$ cat src/rtl/vic_pkg.sv
package vic_pkg;
    typedef enum logic [1:0] {
        ENC_QUIET  = 2'd0,
        ENC_SINGLE = 2'd1,
        ENC_SHARED = 2'd2
    } enc_state_t;

    localparam logic [7:0] SHARED_VEC = 8'h30;
    localparam logic [7:0] BASE_VEC   = 8'h31;

    localparam int IDX_ENABLE = 0;
    localparam int IDX_RAW    = 1;
    localparam int IDX_MASKED = 2;
    localparam int IDX_NMI    = 3;
endpackage

$ cat src/rtl/vic_regfile.sv
module vic_regfile #(
    parameter int DATA_W = 32,
    parameter int ADDR_W = 5,
    parameter int NMI_LO = 30
) (
    input  logic              clk,
    input  logic              rst,
    input  logic [DATA_W-1:0] lines,
    input  logic [ADDR_W-1:0] addr,
    input  logic [DATA_W/8-1:0] be,
    input  logic              wr,
    input  logic              rd,
    input  logic [DATA_W-1:0] wdata,
    output logic [DATA_W-1:0] rdata,
    output logic [NMI_LO-2:0] masked_next,
    output logic              nmi_any
);
    import vic_pkg::*;

    localparam int SRC_W = NMI_LO - 1;
    localparam int IDX_W = ADDR_W - 2;

    logic [DATA_W-1:0] enable_q, raw_q, nmi_q;
    logic [DATA_W-1:0] enable_d, raw_d, nmi_d, rd_mux;
    logic              full_acc;
    logic [IDX_W-1:0]  widx;

    // Lines 1..SRC_W map onto raw bits 0..SRC_W-1; line 0 is dropped.
    for (genvar g = 0; g < DATA_W; g++) begin : g_map
        if (g < SRC_W) begin : g_src
            assign raw_d[g] = lines[g+1];
        end else begin : g_nosrc
            assign raw_d[g] = 1'b0;
        end
        if (g >= NMI_LO) begin : g_nmi
            assign nmi_d[g] = lines[g];
        end else begin : g_nonmi
            assign nmi_d[g] = 1'b0;
        end
    end

    always_comb begin
        full_acc = (be == '1) && (addr[1:0] == 2'b00);
        widx     = addr[ADDR_W-1:2];
        enable_d = enable_q;
        if (wr && full_acc && (int'(widx) == IDX_ENABLE)) begin
            enable_d = wdata;
        end
        rd_mux = '0;
        if (full_acc) begin
            unique case (int'(widx))
                IDX_ENABLE: rd_mux = enable_q;
                IDX_RAW:    rd_mux = raw_q;
                IDX_MASKED: rd_mux = raw_q & enable_q;
                IDX_NMI:    rd_mux = nmi_q;
                default:    rd_mux = '0;
            endcase
        end
    end

    always_ff @(posedge clk) begin
        if (rst) begin
            enable_q <= '0;
            raw_q    <= '0;
            nmi_q    <= '0;
            rdata    <= '0;
        end else begin
            enable_q <= enable_d;
            raw_q    <= raw_d;
            nmi_q    <= nmi_d;
            if (rd) begin
                rdata <= rd_mux;
            end
        end
    end

    logic [DATA_W-1:0] masked_full;
    assign masked_full = raw_d & enable_d;
    assign masked_next = masked_full[SRC_W-1:0];
    assign nmi_any     = |nmi_q;
endmodule

$ cat src/rtl/vic_encoder.sv
module vic_encoder #(
    parameter int SRC_W = 29,
    parameter int VEC_W = 8
) (
    input  logic             clk,
    input  logic             rst,
    input  logic [SRC_W-1:0] src_next,
    output logic [VEC_W-1:0] vec,
    output logic             req
);
    import vic_pkg::*;

    localparam int IDX_W = $clog2(SRC_W);

    enc_state_t       state_q, state_n;
    logic [IDX_W-1:0] idx_q, idx_n;
    logic             found, multi;

    always_comb begin
        idx_n = idx_q;
        found = 1'b0;
        for (int i = 0; i < SRC_W; i++) begin
            if (src_next[i] && !found) begin
                idx_n = IDX_W'(i);
                found = 1'b1;
            end
        end
        multi = |(src_next & (src_next - SRC_W'(1)));
        if (!found)     state_n = ENC_QUIET;
        else if (multi) state_n = ENC_SHARED;
        else            state_n = ENC_SINGLE;
    end

    always_ff @(posedge clk) begin
        if (rst) begin
            state_q <= ENC_QUIET;
            idx_q   <= '0;
        end else begin
            state_q <= state_n;
            idx_q   <= idx_n;
        end
    end

    always_comb begin
        unique case (state_q)
            ENC_QUIET:  vec = '0;
            ENC_SINGLE: vec = VEC_W'(BASE_VEC) + VEC_W'(idx_q);
            ENC_SHARED: vec = VEC_W'(SHARED_VEC);
            default:    vec = '0;
        endcase
        req = (state_q != ENC_QUIET);
    end
endmodule

$ cat src/rtl/vic_core.sv
module vic_core #(
    parameter int DATA_W = 32,
    parameter int ADDR_W = 5,
    parameter int VEC_W  = 8,
    parameter int NMI_LO = 30
) (
    input  logic              clk,
    input  logic              rst,
    input  logic [DATA_W-1:0] irq_in,
    input  logic [ADDR_W-1:0] bus_addr,
    input  logic [DATA_W/8-1:0] bus_be,
    input  logic              bus_wr,
    input  logic              bus_rd,
    input  logic [DATA_W-1:0] bus_wdata,
    output logic [DATA_W-1:0] bus_rdata,
    output logic              irq_req,
    output logic [VEC_W-1:0]  irq_vec,
    output logic              nmi_req
);
    localparam int SRC_W = NMI_LO - 1;

    logic [SRC_W-1:0] masked_next;

    vic_regfile #(.DATA_W(DATA_W), .ADDR_W(ADDR_W), .NMI_LO(NMI_LO)) u_regs (
        .clk(clk), .rst(rst), .lines(irq_in), .addr(bus_addr), .be(bus_be),
        .wr(bus_wr), .rd(bus_rd), .wdata(bus_wdata), .rdata(bus_rdata),
        .masked_next(masked_next), .nmi_any(nmi_req)
    );

    vic_encoder #(.SRC_W(SRC_W), .VEC_W(VEC_W)) u_enc (
        .clk(clk), .rst(rst), .src_next(masked_next), .vec(irq_vec), .req(irq_req)
    );
endmodule

$ cat config.mk
export PLATFORM = sky130hd
export DESIGN_NAME = vic_core
export DESIGN_NICKNAME = d
export VERILOG_FILES = /design/src/rtl/vic_pkg.sv /design/src/rtl/vic_regfile.sv /design/src/rtl/vic_encoder.sv /design/src/rtl/vic_core.sv
export SDC_FILE = /design/constraint.sdc
export NUM_CORES = 1
export LEC_CHECK = 0
export BUFFER_PORTS_ARGS = -buffer_cell sky130_fd_sc_hd__buf_2
export CAP_MARGIN = 20
export CORE_MARGIN = 2
export CORE_UTILIZATION = 45
export DETAILED_ROUTE_END_ITERATION = 6
export PLACE_DENSITY = 0.71
export SLEW_MARGIN = 10
export SYNTH_ARGS = -nofsm -noshare
export SYNTH_HDL_FRONTEND = slang
export SYNTH_SLANG_ARGS = --single-unit
$ cat constraint.sdc
create_clock -name clk -period 3.7 [get_ports clk]
set_input_delay 0.74 -clock clk [delete_from_list [all_inputs] [get_ports clk]]
set_output_delay 0.74 -clock clk [all_outputs]
set_load 0.02 [all_outputs]
---- Word-level counts from Yosys, hierarchy flattened ----
Cells that the tools add are included.
W data, S select, Z words.
word-level totals
  register bits after elaboration ......... 135
  output and inout port bits .............. 42
  logic and storage cells ................. 153
cells by class
  $add $sub $neg .......................... 2
  equal/unequal tests ..................... 6
  multiplexer cells ....................... 63
  bitwise logic cells ..................... 4
  reduce and logical (&&, ||, !) cells .... 69
operators by type and width
  kind                     number
  $mux W5                  29
  $pmux W32 S4             1
  $mux W32                 2
  $and A29 B29 Y29         2
  $and A32 B32 Y32         1
  $reduce_or A32 Y1        1
  $logic_and A1 B1 Y1      31
  $mux W1                  29
  $reduce_bool A29 Y1      1
  $reduce_or A29 Y1        1
  $sub A29 B1 Y29 const B  1
  $logic_not A1 Y1         28
  $reduce_bool A28 Y1      1
  $pmux W8 S2              1
  $add A6 B5 Y7 const A    1
  $eq A3 B2 Y1 const B     2
  $logic_not A3 Y1         2
  $eq A4 B4 Y1 const B     1
  $reduce_or A2 Y1         2
  $eq A3 B1 Y1 const B     1
  $eq A2 B1 Y1 const B     1
  $eq A2 B2 Y1 const B     1
  $logic_not A2 Y1         1
  $mux W2                  1
  other kinds (2)          2

---- Longest topological paths before layout ----
Gate-level depths: netlist of run 1.
  word-level depth ........................ 93
  depth in mapped cells ................... 12
  mapped depth without buffers ............ 9

---- Modules after synthesis ----
A second synthesis of run 1 with hierarchy kept.
second synthesis, totals
  cell total of the unflattened synthesis .. 659
  area total of the unflattened synthesis .. 5,773.0 um2
modules (own cells, without submodules)
  module       instances  cells each  area each (um2)
  vic_regfile  1          512         4,717.0
  vic_encoder  1          147         1,056.0

---- Least setup slack after synthesis of run 1 ----
OpenSTA, ideal clock, no wires.
  path type ............................... input port to flip-flop
  from .................................... in bus_addr[1]
  to ...................................... reg u_enc.state_q[1]
  setup time .............................. 131 ps
  arrival time ............................ 3,467 ps
  path slack .............................. 101 ps
  stages .................................. 12
  buffers on the path ..................... 3
  cell sequence ........................... or4b_1 > buf_2 > nor3_4 > buf_6 > buf_6 > mux2i_1 > nand2b_1 > nand3_1 > a2111o_1 > a2111oi_0 > nand4b_1 > nor3b_1
between the ends
  word-level cells in the longest chain between the ends .. 93
  elaborated cells between the ends (all ways) .. 97
  those cells by class .................... 1 x add/sub; 31 x mux; 3 x bitwise; 62 x reduce/logical
RTL lines
  item                                 line               RTL
  start: declaration                   vic_core.sv:10     input logic [ADDR_W-1:0] bus_addr,
  $logic_not A2 Y1 *                   vic_regfile.sv:43  full_acc = (be == '1) && (addr[1:0] == 2'b00);
  $logic_and A1 B1 Y1 *                vic_regfile.sv:43
  $logic_and A1 B1 Y1 * (2 in series)  vic_regfile.sv:46  if (wr && full_acc && (int'(widx) == IDX_ENABLE)) begin
  $mux W32 *                           vic_regfile.sv:46
  $and A29 B29 Y29 *                   vic_regfile.sv:78  assign masked_full = raw_d & enable_d;
  $mux W1                              vic_encoder.sv:23  if (src_next[i] && !found) begin
  $logic_not A1 Y1                     vic_encoder.sv:23
  $logic_and A1 B1 Y1                  vic_encoder.sv:23
  [... 76 more ...]                    n/a
  $logic_not A1 Y1                     vic_encoder.sv:23
  $logic_and A1 B1 Y1                  vic_encoder.sv:23
  $mux W1                              vic_encoder.sv:23
  $logic_not A1 Y1                     vic_encoder.sv:23
  $logic_and A1 B1 Y1                  vic_encoder.sv:23
  $mux W1                              vic_encoder.sv:23
  $not A1 Y1 (no line)                 n/a
  $reduce_or A2 Y1 (no line)           n/a
  end signal: assignment               vic_encoder.sv:39  state_q <= state_n;
  end: declaration                     vic_encoder.sv:15  enc_state_t state_q, state_n;
Mark *: on every way between the ends. The rest lies on a longest branch, timed or not.
A chain may end at the register's enable or synchronous reset.

---- Worst setup path after layout of run 1 ----
Ends and elaborated chain as after synthesis.

==> results of run 1 <==
cells in the mapped netlist (6+ instances only):
cell type / n / area share, %
nor2_1: 91 / 6.4
nor3_1: 6 / 0.56
o21ai_0: 6 / 0.56
nor2b_1: 63 / 7.3
dfxtp_1: 102 / 38
nand2_1: 91 / 6.4
inv_1: 12 / 0.84
nand3_1: 7 / 0.65
o22ai_1: 31 / 3.6
a21oi_1: 43 / 4.0
clkbuf_1: 26 / 1.8
mux2i_1: 81 / 15
nand2b_1: 8 / 0.93
through the flow:
step / worst slack (ns) / instances / instance area [µm²] / power [mW]
floorplan: 0.101 / 655 / 5370 / 1.24
global placement: -0.123 / 948 / 6550 / 1.31
detailed placement: -0.139 / 948 / 6550 / 1.31
CTS: 0.205 / 964 / 6830 / 2.20
global route: 0.0323 / 964 / 6840 / 2.26
finish: 0.249 / 964 / 6840 / 2.18
final cells by class:
class | count | area, µm²
Sequential cell | 102 | 2040
Fill cell | 1034 | 4680
Clock buffer | 13 | 260
Tap cell | 143 | 179
Multi-Input combinational cell | 504 | 3120
Timing Repair Buffer | 187 | 1170
Clock inverter | 3 | 18.8
Inverter | 12 | 45.0
sequential cells by signal, summed over array words and instances (netlist names):
register and flops:
u_regs.enable_q 32, u_enc.state_q 2, u_regs.nmi_q 2, u_regs.raw_q 29, u_enc.idx_q 5, u_regs.rdata 32
worst paths after layout:
path / from / end / slack (ns) / cells after the start
max: bus_addr[1] / u_enc.state_q[1] / 0.25 / 12
min: u_regs.rdata[29] / u_regs.rdata[29] / 0.47 / 2
max reg2reg: u_regs.enable_q[7] / u_enc.state_q[1] / 1.44 / 8
min reg2reg: u_regs.rdata[29] / u_regs.rdata[29] / 0.47 / 2
layer usage:
layer  part of all wire [%]  vias up
li1                       -     2591
met1                     46     2413
met2                     47      119
met3                    4.5       19
met4                    1.8        0
met5                      0        -
logic make-up (layout without fill, tap and decap cells):
family,count (synthesis),after routing
XOR/XNOR,2,2
flip-flops,102,102
buffers and inverters,49,215
adder cells (fa/ha/maj),5,5
AND/OR/NAND/NOR,298,298
multiplexers,84,84
other,1,1
AO/OA/AOI/OAI,114,114
report_power, final:
part	total, mW	internal [mW]	switching, mW
logic	0.161	0.0685	0.0923
clock network	0.896	0.492	0.403
registers	1.13	1.12	0.0105
total	2.18	1.68	0.506
worst max-delay path: stages:
cell and delay (ns):
buf_2 0.09, or4b_1 0.61, nor3_4 0.26, buf_12 0.19, buf_6 0.19, mux2i_1 0.14, buf_4 0.18, a22oi_1 0.17
o2111ai_1 0.13, a2111oi_0 0.49, nand4b_1 0.24, nor3b_1 0.20
==> impl_metrics.json, run 1 <==
{
  "met2_usage_pct": 37.2,
  "synthAdderAreaFrac_pct": 1.12,
  "top_usage_layer": "met2",
  "grt_start_max_net_pins": 103,
  "clkTransAtPathRegs_ns": 0.07,
  "ys_seq_elements": 102,
  "post-route-period-util_pct": 93.3,
  "drtAntennaViolNets": 0,
  "synth_simple_gate_area_share_pct": 27.2,
  "fmax_mhz": 290,
  "p_leak_nw": 2.89,
  "syn-num-nets": 736,
  "antenna_found_initial": 0,
  "io_buffers": 116,
  "cts.path.max_buffers": 2,
  "drive_gt1_share_pct": 26.3,
  "critical_path_class": "in -> reg",
  "period_needed_ns": 3.45,
  "vias_per_cell": 5.33,
  "start_kind": "input port",
  "failed_checks": "DRC",
  "cp_max_fo": 12,
  "p_per_area_nw_per_um2": 319,
  "setup-tns-final_ns": 0,
  "core_um2": 11500,
  "place_congestion": 0.880,
  "grt_use_total_pct": 22.2,
  "nNetsFinal": 897,
  "tightestPinTransition_ns": 1.04,
  "final_common_cell": "buf_2",
  "wl_per_cell_um": 14.6,
  "io_pins": 119,
  "post_cts_buffers": 0,
  "cts_max_level": 3,
  "finalClockSkew_ns": 0.00532,
  "die-height_um": 113,
  "synth_top_family_by_area": "simple AND/OR/NAND/NOR gates",
  "synthesis.area_um2": 5370,
  "synthMuxAreaShare_pct": 15.8,
  "hp-class": "reg -> reg",
  "post_cts_resized": 0,
  "setup_viol": 0,
  "drtIter0Drc": 269,
  "synth_edf_count": 0,
  "tritoncts": "yes",
  "dieArea_um2": 12800,
  "grt_pass1_vias": 4966,
  "insertion_delay_ns": 0.35,
  "avgSynthCellArea_um2": 8.20,
  "synthFlopType": "dfxtp_1",
  "drc": 11,
  "grt_setup_unrepaired": "no",
  "postCtsHoldBufs": 0,
  "grt_remaining_overflow": 0,
  "worst-endpoint-arrival_ns": 3.64,
  "root_buffer": "clkbuf_16",
  "hold_slack_ns": 0.470,
  "maxCapViolations": 0,
  "areaGrowthSynthToFinish_pct": 27.4,
  "grt_pass1_wl_um": 23000,
  "vias": 5142,
  "grtUsageMet3_pct": 3.11,
  "ir_drop_uv": 176,
  "cts_buffers": 9,
  "cts.sinks": 102,
  "core.rowCount": 39,
  "drv_slew": 0,
  "synth_compound_area_share_pct": 13.4,
  "async_flop_share_pct": 0,
  "initial_core_util_pct": 46.6,
  "relSlewSlack_pct": 30.9,
  "status": "finished, violations left",
  "cp-end-kind": "register",
  "synth_xor_area_share_pct": 0.326,
  "yosys_warnings": 0,
  "synth_cells": 655,
  "utilization_pct": 59.4,
  "antenna_cells": 0,
  "grtUsageMet1_pct": 29.1,
  "die_w_um": 113,
  "hold_viol": 0,
  "firstDrtPassIters": 7,
  "ys_types": 59,
  "ys_seq_area_share_pct": 38.0,
  "most-common-layout-cells": "buf_2, dfxtp_1, nand2_1, nor2_1, mux2i_1",
  "drt-total-wl_um": 14100,
  "worstPathRequired_ns": 3.89,
  "dp_hpwl_um": 10100
}
(Power assumes the default switching activity.)
==> inputs of run 2 (changes only) <==
--- a/config.mk
+++ b/config.mk
@@ -8,9 +8,9 @@
 export BUFFER_PORTS_ARGS = -buffer_cell sky130_fd_sc_hd__buf_2
 export CAP_MARGIN = 20
 export CORE_MARGIN = 2
-export CORE_UTILIZATION = 45
+export CORE_UTILIZATION = 42
 export DETAILED_ROUTE_END_ITERATION = 6
-export PLACE_DENSITY = 0.71
+export PLACE_DENSITY = 0.67
 export SLEW_MARGIN = 10
 export SYNTH_ARGS = -nofsm -noshare
 export SYNTH_HDL_FRONTEND = slang
==> run 2 against run 1 <==
The run now ends clean. Sequential share of layout area is 0.21 points lower. Clock skew up 0.0013 ns. Total power up 1.3%. Utilization is 4.6 points lower. First-iteration DRC count shrank 12%. Design area increased by 0.70%. Cell count increased by 3.1%. Critical path depth unchanged. Fmax about the same. Global-route usage shrank 1.4 points. Combinational power about the same. Flip-flop and latch count stayed put. Critical path type unchanged. Largest power group unchanged.
==> impl_metrics.json, run 2 (synthesized netlist as in run 1, its figures left out) <==
{
  "status": "finished clean",
  "antenna_cells": 0,
  "p_total_mw": 2.21,
  "fmax_mhz": 290,
  "critPathSlowestCell": "or4b_1",
  "clkPwrFrac_pct": 41.7,
  "r2r-end": "u_enc.state_q[1]",
  "firstDrtPassIters": 4,
  "cts.path.max_buffers": 2,
  "largestRegisters": "u_regs.enable_q x32, u_regs.rdata x32, u_regs.raw_q x29",
  "ir_drop_uv": 210,
  "worst-endpoint-arrival_ns": 3.63,
  "insertion_delay_ns": 0.35,
  "p_leak_nw": 2.89,
  "worstPathRequired_ns": 3.89,
  "drtAntennaViolNets": 0,
  "pwr-share-comb_pct": 7.3,
  "hold_viol": 0,
  "internal_power_mw": 1.70,
  "drtIter0Drc": 237,
  "swShare_pct": 23.2,
  "tightestPinTransition_ns": 1.05,
  "start_kind": "input port",
  "vias_per_cell": 5.19,
  "nNetsFinal": 898,
  "grt_start_max_net_pins": 103,
  "cp-end-kind": "register",
  "cts_max_level": 3,
  "initial_core_util_pct": 42.7,
  "final_common_cell": "buf_2",
  "p_per_area_nw_per_um2": 321,
  "core_um2": 12600,
  "critical_path_class": "in -> reg",
  "switchingPower_mw": 0.513,
  "ff2ff_setup_slack_ns": 1.40,
  "antenna_found_initial": 0,
  "cp_max_fo": 11,
  "post-route-period-util_pct": 93.2,
  "clkTransAtPathRegs_ns": 0.07,
  "grt_remaining_overflow": 0,
  "dp_hpwl_um": 10100,
  "min_path_cells": 2,
  "drc": 0,
  "wl_per_cell_um": 14.1,
  "drt-total-wl_um": 14000,
  "drv_slew": 0,
  "postCtsHoldBufs": 0,
  "r2r-start": "u_regs.enable_q[5]",
  "maxCapViolations": 0,
  "cts_buffers": 9,
  "grt_pass1_vias": 4903,
  "most-common-layout-cells": "buf_2, dfxtp_1, nand2_1, nor2_1, mux2i_1",
  "hp-class": "reg -> reg",
  "placed_area_um2": 6590,
  "crit_path_max_incr_delay_ns": 0.59,
  "cp_common_cell": "buf_12",
  "finalClockSkew_ns": 0.00658,
  "grt_pass1_wl_um": 22700,
  "cts.sinks": 102,
  "period_needed_ns": 3.45,
  "io_pins": 119,
  "grt_setup_unrepaired": "no",
  "place_congestion": 0.867,
  "dieArea_um2": 13700,
  "die-height_um": 117,
  "root_buffer": "clkbuf_16",
  "relSlewSlack_pct": 29.8,
  "hp-start": "u_regs.rdata[29]",
  "core.rowCount": 41,
  "setup_viol": 0,
  "cp_cell_sequence": "buf_2 > or4b_1 > nor3_4 > buf_12 > buf_12 > mux2i_2 > o21a_1 > o22a_1 > a2111o_1 > a2111oi_1 > nand4b_1 > nor3b_1",
  "holdPathEnd": "u_regs.rdata[29]",
  "die_w_um": 117,
  "ff2ff_path_depth": 8,
  "cp-startpoint": "bus_addr[1]",
  "drive_gt1_share_pct": 26.4,
  "design_area_um2": 6890,
  "grt_use_total_pct": 20.9,
  "areaGrowthSynthToFinish_pct": 28.2,
  "io_buffers": 116,
  "vias": 5158,
  "power_frac_seq_pct": 51.0,
  "tritoncts": "yes"
}
run 2: cell count changes in the layout (fill, tap and decap cells not counted), sizes merged:
cell and change:
inv +1, clkbuf +1, clkinv -2, buf +1
run 2: timing repair:
item / in CTS / in global routing
gates resized for setup: 0 / 2
buffers inserted: 0 / 0
endpoints found under the setup margin: 0 / 2
run 2: power groups by stage:
stage / combinational [mW] / sequential, mW / clock (mW)
global placement: 0.158 / 1.15 / 0
finish: 0.162 / 1.13 / 0.923
CTS: 0.163 / 1.13 / 0.941
detailed placement: 0.162 / 1.15 / 0
global route: 0.179 / 1.13 / 0.988
floorplan: 0.0870 / 1.15 / 0
run 2: how the worst max path moves through the flow:
stage	slack (ns)	to	cells past startpoint
finish	0.25	u_enc.state_q[1]	12
global route	0.02	u_enc.state_q[1]	12
CTS	0.08	u_enc.state_q[1]	12
detailed placement	-0.26	u_enc.state_q[1]	12
global placement	-0.24	u_enc.state_q[1]	12
floorplan	0.10	u_enc.state_q[1]	12
run 2: area by class of cell:
type / instances / area [µm²]
fillers: 1181 / 5680
clock buffers: 14 / 274
repair buffers: 188 / 1170
well taps: 172 / 215
multi-input cells: 504 / 3120
clock inverters: 2 / 13.8
flip-flops and latches: 102 / 2040
inverters: 12 / 45.0
run 2: metrics by stage:
step	hold WS [ns]	std cells	setup slack (ns)	TNS, ns	util, %
global route	0.514	994	0.0228	0	54.8
CTS	0.470	994	0.0751	0	54.7
floorplan	0.450	655	0.101	0	-
finish	0.469	994	0.253	0	54.8
detailed placement	0.460	978	-0.259	-0.964	52.5
global placement	0.457	978	-0.240	-0.846	52.5
run 2: routing by layer:
layer | global-route usage, % | routed length (µm) | part of all wire [%] | vias up
met3 | 4.38 | 574 | 4.1 | 23
met1 | 25.6 | 6350 | 45 | 2431
met5 | 0 | 0 | 0 | -
met4 | 8.16 | 285 | 2.0 | 0
li1 | - | - | - | 2602
met2 | 36.0 | 6800 | 49 | 102
run 2: worst max-delay path, delay by kind of cell:
family / cells / cell delay [ns]
buffers and inverters: 3 / 0.42
AO/OA/AOI/OAI: 4 / 1.16
AND/OR/NAND/NOR: 4 / 1.21
multiplexers: 1 / 0.10
